--- src/rtl/pll_boot_pkg.sv ---
package pll_boot_pkg;

    localparam int REG_W     = 32;
    localparam int STEP_W    = 4;
    localparam int NUM_STEPS = 9;
    localparam int LOCK_BIT  = 31;

    // controller register byte offsets used by the sequence
    localparam logic [7:0] OFS_CORE_CFG = 8'h04;
    localparam logic [7:0] OFS_DDR_CFG0 = 8'h0C;
    localparam logic [7:0] OFS_DDR_CFG1 = 8'h10;
    localparam logic [7:0] OFS_CLK_SEL  = 8'h24;
    localparam logic [7:0] OFS_DEV_RST  = 8'h28;

    // PLL config word: dividers, range and bypass (bit 24) in the low bits
    function automatic logic [REG_W-1:0] pll_word(input int unsigned r, f, q, rg);
        return {7'd0, 1'b0, 3'd0, 3'(rg), 3'(q), 9'(f), 6'(r)};
    endfunction

    localparam logic [REG_W-1:0] PLL_FIELD_MASK = 32'h011F_FFFF;
    localparam logic [REG_W-1:0] CORE_PLL_SET   = pll_word(0, 59, 2, 4);
    localparam logic [REG_W-1:0] DDR_PLL_SET    = pll_word(0, 59, 5, 4);
    localparam logic [REG_W-1:0] OUT_GATE_BIT   = 32'h8000_0000;
    localparam logic [REG_W-1:0] REF_SEL_BIT    = 32'h0000_0001;

    typedef enum logic [1:0] {K_RMW, K_WRITE, K_POLL} step_kind_e;
    typedef enum logic [1:0] {PH_IDLE, PH_READ, PH_WRITE, PH_POLL} phase_e;

    typedef struct packed {
        step_kind_e       kind;
        logic [7:0]       ofs;
        logic [REG_W-1:0] clr;
        logic [REG_W-1:0] set;
    } step_t;

    function automatic step_t step_info(input logic [STEP_W-1:0] idx);
        step_t s;
        case (idx)
            4'd0:    s = '{K_RMW,   OFS_CLK_SEL,  REF_SEL_BIT,    REF_SEL_BIT};
            4'd1:    s = '{K_RMW,   OFS_CORE_CFG, PLL_FIELD_MASK, CORE_PLL_SET};
            4'd2:    s = '{K_POLL,  OFS_CORE_CFG, '0,             '0};
            4'd3:    s = '{K_RMW,   OFS_CLK_SEL,  REF_SEL_BIT,    '0};
            4'd4:    s = '{K_WRITE, OFS_DEV_RST,  '1,             '0};
            4'd5:    s = '{K_RMW,   OFS_DDR_CFG1, OUT_GATE_BIT,   '0};
            4'd6:    s = '{K_RMW,   OFS_DDR_CFG0, PLL_FIELD_MASK, DDR_PLL_SET};
            4'd7:    s = '{K_POLL,  OFS_DDR_CFG0, '0,             '0};
            4'd8:    s = '{K_RMW,   OFS_DDR_CFG1, OUT_GATE_BIT,   OUT_GATE_BIT};
            default: s = '{K_POLL,  8'h00,        '0,             '0};
        endcase
        return s;
    endfunction

    function automatic phase_e kind_phase(input step_kind_e k);
        case (k)
            K_RMW:   return PH_READ;
            K_WRITE: return PH_WRITE;
            default: return PH_POLL;
        endcase
    endfunction

endpackage

--- src/rtl/seq_bus_port.sv ---
module seq_bus_port
    import pll_boot_pkg::*;
#(
    parameter int ADDR_W = 8
) (
    input  logic              clk,
    input  logic              rst_n,
    input  logic              cmd_go,
    input  logic              cmd_we,
    input  logic [7:0]        cmd_ofs,
    input  logic [REG_W-1:0]  cmd_wdata,
    output logic              rsp_vld,
    output logic [REG_W-1:0]  rsp_data,
    output logic              bus_req,
    output logic              bus_we,
    output logic [ADDR_W-1:0] bus_addr,
    output logic [REG_W-1:0]  bus_wdata,
    input  logic              bus_ack,
    input  logic [REG_W-1:0]  bus_rdata
);

    typedef struct packed {
        logic              req;
        logic              we;
        logic [ADDR_W-1:0] addr;
        logic [REG_W-1:0]  wdata;
        logic              rvld;
        logic [REG_W-1:0]  rdata;
    } port_t;

    port_t q, d;

    always_comb begin
        d      = q;
        d.rvld = 1'b0;
        if (q.req && bus_ack) begin
            d.req   = 1'b0;
            d.rvld  = 1'b1;
            d.rdata = bus_rdata;
        end else if (!q.req && cmd_go) begin
            d.req   = 1'b1;
            d.we    = cmd_we;
            d.addr  = ADDR_W'(cmd_ofs);
            d.wdata = cmd_wdata;
        end
    end

    always_ff @(posedge clk) begin
        if (!rst_n) q <= '0;
        else        q <= d;
    end

    assign bus_req   = q.req;
    assign bus_we    = q.we;
    assign bus_addr  = q.addr;
    assign bus_wdata = q.wdata;
    assign rsp_vld   = q.rvld;
    assign rsp_data  = q.rdata;

    assert_req_hold_R7: assert property (@(posedge clk) disable iff (!rst_n)
        bus_req && !bus_ack |=> bus_req && $stable(bus_addr) && $stable(bus_we) && $stable(bus_wdata));

    assert_one_outstanding_R7: assert property (@(posedge clk) disable iff (!rst_n)
        !(cmd_go && (bus_req || rsp_vld)));

endmodule

--- src/rtl/seq_lock_timer.sv ---
module seq_lock_timer #(
    parameter int TMO_W = 16
) (
    input  logic             clk,
    input  logic             rst_n,
    input  logic             clear,
    input  logic [TMO_W-1:0] limit,
    output logic             expired
);

    localparam logic [TMO_W-1:0] CNT_MAX = '1;

    typedef struct packed {
        logic [TMO_W-1:0] cnt;
    } tmr_t;

    tmr_t q, d;

    always_comb begin
        d = q;
        if (clear)               d.cnt = '0;
        else if (q.cnt != CNT_MAX) d.cnt = q.cnt + 1'b1;
    end

    always_ff @(posedge clk) begin
        if (!rst_n) q <= '0;
        else        q <= d;
    end

    assign expired = (q.cnt >= limit);

    assert_cnt_monotonic_R8: assert property (@(posedge clk) disable iff (!rst_n)
        !clear |=> q.cnt >= $past(q.cnt));

endmodule

--- src/rtl/pll_boot_seq.sv ---
module pll_boot_seq
    import pll_boot_pkg::*;
#(
    parameter int ADDR_W = 8,
    parameter int TMO_W  = 16
) (
    input  logic              clk,
    input  logic              rst_n,
    input  logic              start,
    input  logic [TMO_W-1:0]  lock_timeout,
    output logic              busy,
    output logic              done,
    output logic              tmo_err,
    output logic [3:0]        err_step,
    output logic              bus_req,
    output logic              bus_we,
    output logic [ADDR_W-1:0] bus_addr,
    output logic [31:0]       bus_wdata,
    input  logic              bus_ack,
    input  logic [31:0]       bus_rdata
);

    localparam logic [STEP_W-1:0] LAST_STEP = STEP_W'(NUM_STEPS - 1);

    typedef struct packed {
        phase_e            phase;
        logic [STEP_W-1:0] step;
        logic              wait_rsp;
        logic [REG_W-1:0]  hold;
        logic              done;
        logic              err;
        logic [STEP_W-1:0] err_step;
    } ctl_t;

    ctl_t q, d;

    logic             cmd_go, cmd_we, tmr_clear, tmo_expired, rsp_vld, adv;
    logic [7:0]       cmd_ofs;
    logic [REG_W-1:0] cmd_wdata, rsp_data;
    step_t            cur, nxt, first;

    always_comb begin
        d         = q;
        cmd_go    = 1'b0;
        cmd_we    = 1'b0;
        tmr_clear = 1'b0;
        adv       = 1'b0;
        cur       = step_info(q.step);
        nxt       = step_info(q.step + 1'b1);
        first     = step_info('0);
        cmd_ofs   = cur.ofs;
        cmd_wdata = q.hold;

        case (q.phase)
            PH_IDLE: begin
                if (start) begin
                    d.done     = 1'b0;
                    d.err      = 1'b0;
                    d.err_step = '0;
                    d.step     = '0;
                    d.phase    = kind_phase(first.kind);
                    d.hold     = first.set;
                    d.wait_rsp = 1'b0;
                    tmr_clear  = 1'b1;
                end
            end
            PH_READ: begin
                if (!q.wait_rsp) begin
                    cmd_go     = 1'b1;
                    d.wait_rsp = 1'b1;
                end else if (rsp_vld) begin
                    d.hold     = (rsp_data & ~cur.clr) | cur.set;
                    d.phase    = PH_WRITE;
                    d.wait_rsp = 1'b0;
                end
            end
            PH_WRITE: begin
                if (!q.wait_rsp) begin
                    cmd_go     = 1'b1;
                    cmd_we     = 1'b1;
                    d.wait_rsp = 1'b1;
                end else if (rsp_vld) begin
                    adv = 1'b1;
                end
            end
            PH_POLL: begin
                if (!q.wait_rsp) begin
                    cmd_go     = 1'b1;
                    d.wait_rsp = 1'b1;
                end else if (rsp_vld) begin
                    if (rsp_data[LOCK_BIT]) begin
                        adv = 1'b1;
                    end else if (tmo_expired) begin
                        d.phase    = PH_IDLE;
                        d.err      = 1'b1;
                        d.err_step = q.step;
                        d.wait_rsp = 1'b0;
                    end else begin
                        d.wait_rsp = 1'b0;
                    end
                end
            end
            default: d.phase = PH_IDLE;
        endcase

        if (adv) begin
            d.wait_rsp = 1'b0;
            if (q.step == LAST_STEP) begin
                d.phase = PH_IDLE;
                d.done  = 1'b1;
            end else begin
                d.step    = q.step + 1'b1;
                d.phase   = kind_phase(nxt.kind);
                d.hold    = nxt.set;
                tmr_clear = 1'b1;
            end
        end
    end

    always_ff @(posedge clk) begin
        if (!rst_n) q <= '{phase: PH_IDLE, default: '0};
        else        q <= d;
    end

    seq_bus_port #(.ADDR_W(ADDR_W)) u_port (
        .clk       (clk),
        .rst_n     (rst_n),
        .cmd_go    (cmd_go),
        .cmd_we    (cmd_we),
        .cmd_ofs   (cmd_ofs),
        .cmd_wdata (cmd_wdata),
        .rsp_vld   (rsp_vld),
        .rsp_data  (rsp_data),
        .bus_req   (bus_req),
        .bus_we    (bus_we),
        .bus_addr  (bus_addr),
        .bus_wdata (bus_wdata),
        .bus_ack   (bus_ack),
        .bus_rdata (bus_rdata)
    );

    seq_lock_timer #(.TMO_W(TMO_W)) u_timer (
        .clk     (clk),
        .rst_n   (rst_n),
        .clear   (tmr_clear),
        .limit   (lock_timeout),
        .expired (tmo_expired)
    );

    assign busy     = (q.phase != PH_IDLE);
    assign done     = q.done;
    assign tmo_err  = q.err;
    assign err_step = 4'(q.err_step);

    assert_done_err_excl_R9: assert property (@(posedge clk) disable iff (!rst_n)
        !(done && tmo_err));

    assert_done_idle_R9: assert property (@(posedge clk) disable iff (!rst_n)
        done |-> !busy && !bus_req);

    assert_done_hold_R9: assert property (@(posedge clk) disable iff (!rst_n)
        done && !start |=> done);

    assert_err_sticky_R8: assert property (@(posedge clk) disable iff (!rst_n)
        tmo_err && !start |=> tmo_err && !bus_req);

    assert_core_fields_R3: assert property (@(posedge clk) disable iff (!rst_n)
        bus_req && bus_we && bus_addr == ADDR_W'(OFS_CORE_CFG)
            |-> (bus_wdata & PLL_FIELD_MASK) == CORE_PLL_SET);

    assert_ddr_fields_R6: assert property (@(posedge clk) disable iff (!rst_n)
        bus_req && bus_we && bus_addr == ADDR_W'(OFS_DDR_CFG0)
            |-> (bus_wdata & PLL_FIELD_MASK) == DDR_PLL_SET);

    assert_rst_zero_R5: assert property (@(posedge clk) disable iff (!rst_n)
        bus_req && bus_we && bus_addr == ADDR_W'(OFS_DEV_RST) |-> bus_wdata == '0);

endmodule

--- config.mk ---
export PLATFORM = sky130hd
export DESIGN_NAME = pll_boot_seq
export DESIGN_NICKNAME = d
export VERILOG_FILES = /design/src/rtl/pll_boot_pkg.sv /design/src/rtl/seq_bus_port.sv /design/src/rtl/seq_lock_timer.sv /design/src/rtl/pll_boot_seq.sv
export SDC_FILE = /design/constraint.sdc
export NUM_CORES = 1
export LEC_CHECK = 0
export BUFFER_PORTS_ARGS = -buffer_cell sky130_fd_sc_hd__buf_4
export CAP_MARGIN = 20
export CORE_ASPECT_RATIO = 0.9
export CORE_MARGIN = 5
export CORE_UTILIZATION = 35
export CTS_CLUSTER_SIZE = 24
export DETAILED_ROUTE_END_ITERATION = 12
export PLACE_DENSITY = 0.54
export SLEW_MARGIN = 20
export SYNTH_ARGS = -nofsm -noshare
export SYNTH_HDL_FRONTEND = slang
export SYNTH_SLANG_ARGS = --single-unit
--- constraint.sdc ---
create_clock -name clk -period 2.8 [get_ports clk]
set_input_delay 0.14 -clock clk [delete_from_list [all_inputs] [get_ports clk]]
set_output_delay 0.14 -clock clk [all_outputs]
set_load 0.05 [all_outputs]
== After elaboration in Yosys (flattened, before gate mapping) ==
Memories as Yosys holds them, arrays and structs flattened. A register that Yosys moved wholly into a read port is not among the register bits.
Index checks and enable logic that the tools add are counted.
Storage, ports and cells
  flip-flop bits (word level): 136
  bits in latches: 0
  bits in writable memories: 0
  ROM bits: 1568
  bits of input ports: 52
  output and inout bits: 49
  memories kept: 2
Cells by class
  add/subtract/negate cells: 2
  multipliers: 0
  div/mod/pow operators: 0
  $lt $le $gt $ge: 1
  eq/ne operators: 18
  shift-type cells: 0
  multiplexer cells: 43
  bitwise logic cells: 5
  reductions and logical operators: 15
Memories
  (name not given): depth 16, bits a word 49, read ports 1, clocked after memory_dff 1, write ports 0, line pll_boot_pkg.sv:38  | case (idx)
  (name not given): depth 16, bits a word 49, read ports 1, clocked after memory_dff 0, write ports 0, line pll_boot_pkg.sv:38
Operators by type and width (number)
  33-bit 2-to-1 mux: 2
  32-bit 2-to-1 mux: 2
  32-bit one-hot mux with 2 select lines: 1
  45-bit 2-to-1 mux: 1
  40-bit 2-to-1 mux: 1
  32-bit bitwise AND: 1
  32-bit NOT: 1
  32-bit bitwise OR: 1
  5-bit 2-to-1 mux: 4
  1-bit 2-to-1 mux: 17
  16-bit by 1-bit adder with 16-bit output (second input constant): 1
  16-bit greater-or-equal comparator: 1
  16-bit inequality test (second input constant): 1
  3-bit inequality test (second input constant): 5
  2-bit 2-to-1 mux: 7
  4-bit 2-to-1 mux: 3
  5-bit one-hot mux with 2 select lines: 1
  2-bit inequality test (second input constant): 4
  8-bit AND reduction: 1
  3-bit by 2-bit inequality test with 1-bit output (second input constant): 2
  2-bit one-hot mux with 3 select lines: 1
  6-bit AND reduction: 1
  2-bit OR reduction: 3
  4-bit by 1-bit adder with 4-bit output (second input constant): 1
  15 further kinds: 21

== Logic depth before layout (Yosys ltp) ==
  depth in word-level cells: 9
  gate-level depth with buffers: 10

== Cells and area by module ==
Synthesis repeated with hierarchy kept, for this count alone.
Unflattened totals
  cell total of the unflattened synthesis: 774
  area, all modules: 6889.1 sq um
Modules (own cells, without submodules)
  seq_bus_port: instances 1, cells an instance 331, area an instance 2986.6 sq um, seq. area each 1501.4 sq um
  pll_boot_seq: instances 1, cells an instance 288, area an instance 2656.3 sq um, seq. area each 1161.1 sq um
  seq_lock_timer: instances 1, cells an instance 155, area an instance 1246.2 sq um, seq. area each 320.3 sq um

== Least setup slack after synthesis ==
No wires, ideal clock.
  path kind: register to register
  start point: register q[39] (netlist bit)
  end point: register, netlist name cur[20]
  data arrival time: 2.092 ns
  required time: 2.683 ns
  setup slack: 0.591 ns
  stages on the path, launching flop included: 10
  buffers on the path: 0
  cells stage by stage: dfxtp_1 > inv_1 > ha_1 > and3b_2 > nor3_4 > mux2i_1 > nand2b_1 > inv_1 > ha_1 > a22o_1
On the way
  word-level cells in the longest chain between the ends: 5
  elaborated cells between the ends (all ways): 7
Ends and longest elaborated chain
  from (decl): line pll_boot_seq.sv:35  | ctl_t q, d;
  from (signal assigned): line pll_boot_seq.sv:121  | if (!rst_n) q <= '{phase: PH_IDLE, default: '0};
  from (signal assigned): line pll_boot_seq.sv:122  | else q <= d;
  parallel branches: the longest is 3 deep, another holds 4-bit by 1-bit adder with 4-bit output
  40-bit 2-to-1 mux (*): line pll_boot_seq.sv:106  | if (adv) begin
  4-bit 2-to-1 mux (no source line) (*)
Mark *: on every way between the ends. The select of a mux whose other input is x is not followed.
A chain may end at the register's enable or synchronous reset.

== Worst setup path after layout ==
  start point: register q[39] (netlist bit)
  end point: register, netlist name cur[68]
On the way
  word-level cells in the longest chain between the ends: 5
  elaborated cells between the ends (all ways): 7
Ends and longest elaborated chain (line)
  parallel branches: the longest is 3 deep, another holds 4-bit by 1-bit adder with 4-bit output
  40-bit 2-to-1 mux (*): pll_boot_seq.sv:106
  4-bit 2-to-1 mux (no source line) (*)
Marks and branches as above.

==> out/metrics.cfg <==
[final_layout]
fillers = 1669
syn_to_final_growth_pct = 29.7
final_cell_mix = dfxtp_1, buf_4, nand2_1
final_cell_area_mm2 = 0.00792
seqCellArea_mm2 = 0.00290
nets = 872
multi_input_area_mm2 = 0.00288
mostFrequentLayoutCell = dfxtp_1
drive_gt1_frac = 0.197
antennaDiodeCount = 0

[run_status]
status = complete, no violations

[yosys]
avgSynthCellArea_um2 = 9.10
yosysTopAreaCell = dfxtp_1
yosys_register_bits = 145
synth_area_mm2 = 0.00610
ys.flop_type = dfxtp_1
synth_edf_count = 0
yosys_warnings = 0
yosysUniqueCellTypes = 68
seq_area_frac_synth = 0.476
synth_top_area_share = 0.476
async_flop_share = 0
syn-instance-count = 671
synth_area_leaders = dfxtp_1, ha_1, nand2_1

[place]
pre_cts_ws_ns = 0.275
placed_cell_area_mm2 = 0.00702
gp_congestion = 0.796
port_buffers = 96
hpwl_um = 11600

[detailed_routing]
viasPerCell = 4.95
vias = 5138
first_iter_violations = 275
drtAntennaViolNets = 0
drc = 0
dr.pass1.iters = 6
drt_wl_total_um = 15700
wl_per_cell_um = 15.2

[cts]
cts_sinks = 145
clk_pin_slew_ns = 0.06
numCtsBuffers = 17
cts_root_buf = clkbuf_16
cts_resized = 0
clockBufferDepth = 2
cts_tree = yes
cts.htree.levels = 4
clk_latency_ns = 0.42

[sta]
finalCritPeriodShare = 0.906
final-hold-violation-count = 0
relSlewSlack = 0.614
fin_skew_ns = 0.00874
max_freq_mhz = 394
min_period_ns = 2.54
tightestPinTransition_ns = 0.579
fin_ws_ns = 0.263
drv_slew = 0
fin_setup_tns_ns = 0
setup_viol = 0
rsz0062_at_grt = false

[critical_path]
r2r-start = q[39]
critPathCapture = cur[68]
worstSetupEndpointType = register
worstRegToRegCells = 9
start_kind = register
r2r_slack_ns = 0.26
crit_chain = inv_1, ha_1, and3b_2, nor3_4, mux2i_1, nand2b_1, ha_1, and4_4, a21o_1
required_ns = 3.16
max_stage_delay_ns = 0.46
crit_arrival_ns = 2.89
crit_path_top_delay_cell = dfxtp_1
r2r-end = cur[68]
setup.worst_path.start = q[39]
worstSetupPathType = register to register
crit_fanout = 8
cp_common_cell = ha_1

[floorplan]
ioPinCount = 101
rows = 45
start_util = 0.359
die_height_um = 135
die_w_um = 149
dieArea_mm2 = 0.0202
coreArea_mm2 = 0.0170

[power]
p_leak_nw = 3.22
power_density_mw_per_mm2 = 593
vdd_drop_max_v = 0.000472

[global_routing]
first_global_vias = 5069
grt.total_usage = 0.159
grt_pass1_wl_um = 25600
grt-ovfl-total = 0
grt_max_degree = 38
antenna_found_initial = 0

[run]
maxCapViolations = 0

[hold_path]
min_from = rst_n
hold_class = input pin to register

[how the worst min path moves through the flow]
stage | slack, ns | to | cells past startpoint
3_3_place_gp | 0.35 | u_port.rsp_data[15] | 2
2_1_floorplan | 0.27 | u_port.rsp_data[0] | 1
4_1_cts | 0.05 | cmd_wdata[17] | 2
6_report | 0.06 | cmd_wdata[17] | 2
3_5_place_dp | 0.35 | u_port.rsp_data[9] | 2
5_1_grt | 0.05 | cmd_wdata[17] | 2
[report_power, final]
part           switching, W  internal, W
Clock              0.000838      0.00137
Sequential        0.0000319      0.00210
Combinational      0.000211     0.000147
[synth_stat cells (5+ instances only)]
cell type	n
and2_1	5
nor3_1	11
a22o_1	36
nand2_1	95
clkbuf_1	22
ha_1	29
o21a_1	6
a22oi_1	21
buf_4	10
dfxtp_1	145
nand4_1	5
inv_1	32
and3_1	7
nor2_1	53
nand3_1	6
xnor2_1	11
nand2b_1	9
o21ai_0	15
a32oi_1	5
buf_2	8
a21oi_1	64
[layout make-up]
type / count / share of cell area
sequential: 145 / 0.367
inverter: 32 / 0.0152
timing repair buffer: 141 / 0.144
clock buffer: 21 / 0.0594
multi-input combinational: 454 / 0.364
tap: 235 / 0.0371
clock inverter: 9 / 0.0138
[metrics by stage]
| step | total power, W | util | instances | hold slack, ns |
|---|---|---|---|---|
| 4_1_cts | 0.00474 | 0.465 | 1037 | 0.0460 |
| 6_report | 0.00469 | 0.465 | 1037 | 0.0599 |
| 3_3_place_gp | 0.00249 | 0.413 | 975 | 0.350 |
| 2_1_floorplan | 0.00237 | - | 674 | 0.266 |
| 5_1_grt | 0.00487 | 0.465 | 1037 | 0.0485 |
| 3_5_place_dp | 0.00250 | 0.413 | 975 | 0.353 |
[cell families (layout without fill, tap and decap cells)]
kind of cell / count (synthesis) / after routing / share of synthesized area
buffers and inverters: 75 / 203 / 0.0570
and+or+nand+nor: 227 / 227 / 0.184
DFF: 145 / 145 / 0.476
adders and majority gates: 29 / 29 / 0.0595
AOI/OAI and AO/OA: 179 / 179 / 0.200
other: 1 / 4 / 0.000614
xor gates and xnor gates: 11 / 11 / 0.0158
muxes: 4 / 4 / 0.00717
[what timing repair did]
| item | CTS | global route |
|---|---|---|
| hold buffers | 32 | 0 |
| setup buffers | 0 | 0 |
| hold endpoints to repair | 32 | 0 |
[critical path: cells and delay by family (launching register included)]
kind            cells  cell delay (ns)
flops               1             0.46
fa+ha+maj           2             0.44
buf+inv             1             0.14
simple gates        4             1.01
compound gates      1             0.09
mux                 1             0.34
[registers in the layout, indices dropped and copies added (netlist names)]
register,cells
u_port.rsp_vld,1
err_step,4
cur,13
q,7
u_port.bus_we,1
tmo_err,1
u_port.bus_wdata,32
u_port.bus_addr,4
u_timer.q,16
done,1
cmd_wdata,32
u_port.bus_req,1
u_port.rsp_data,32
[layer usage]
metal | vias to the layer above | track usage | routed length, um
li1 | 2587 | - | -
met1 | 2429 | 0.208 | 7670
met2 | 100 | 0.255 | 7260
met3 | 22 | 0.0318 | 534
met4 | 0 | 0.0656 | 267
met5 | - | 0 | 0
(Power assumes the default switching activity.)
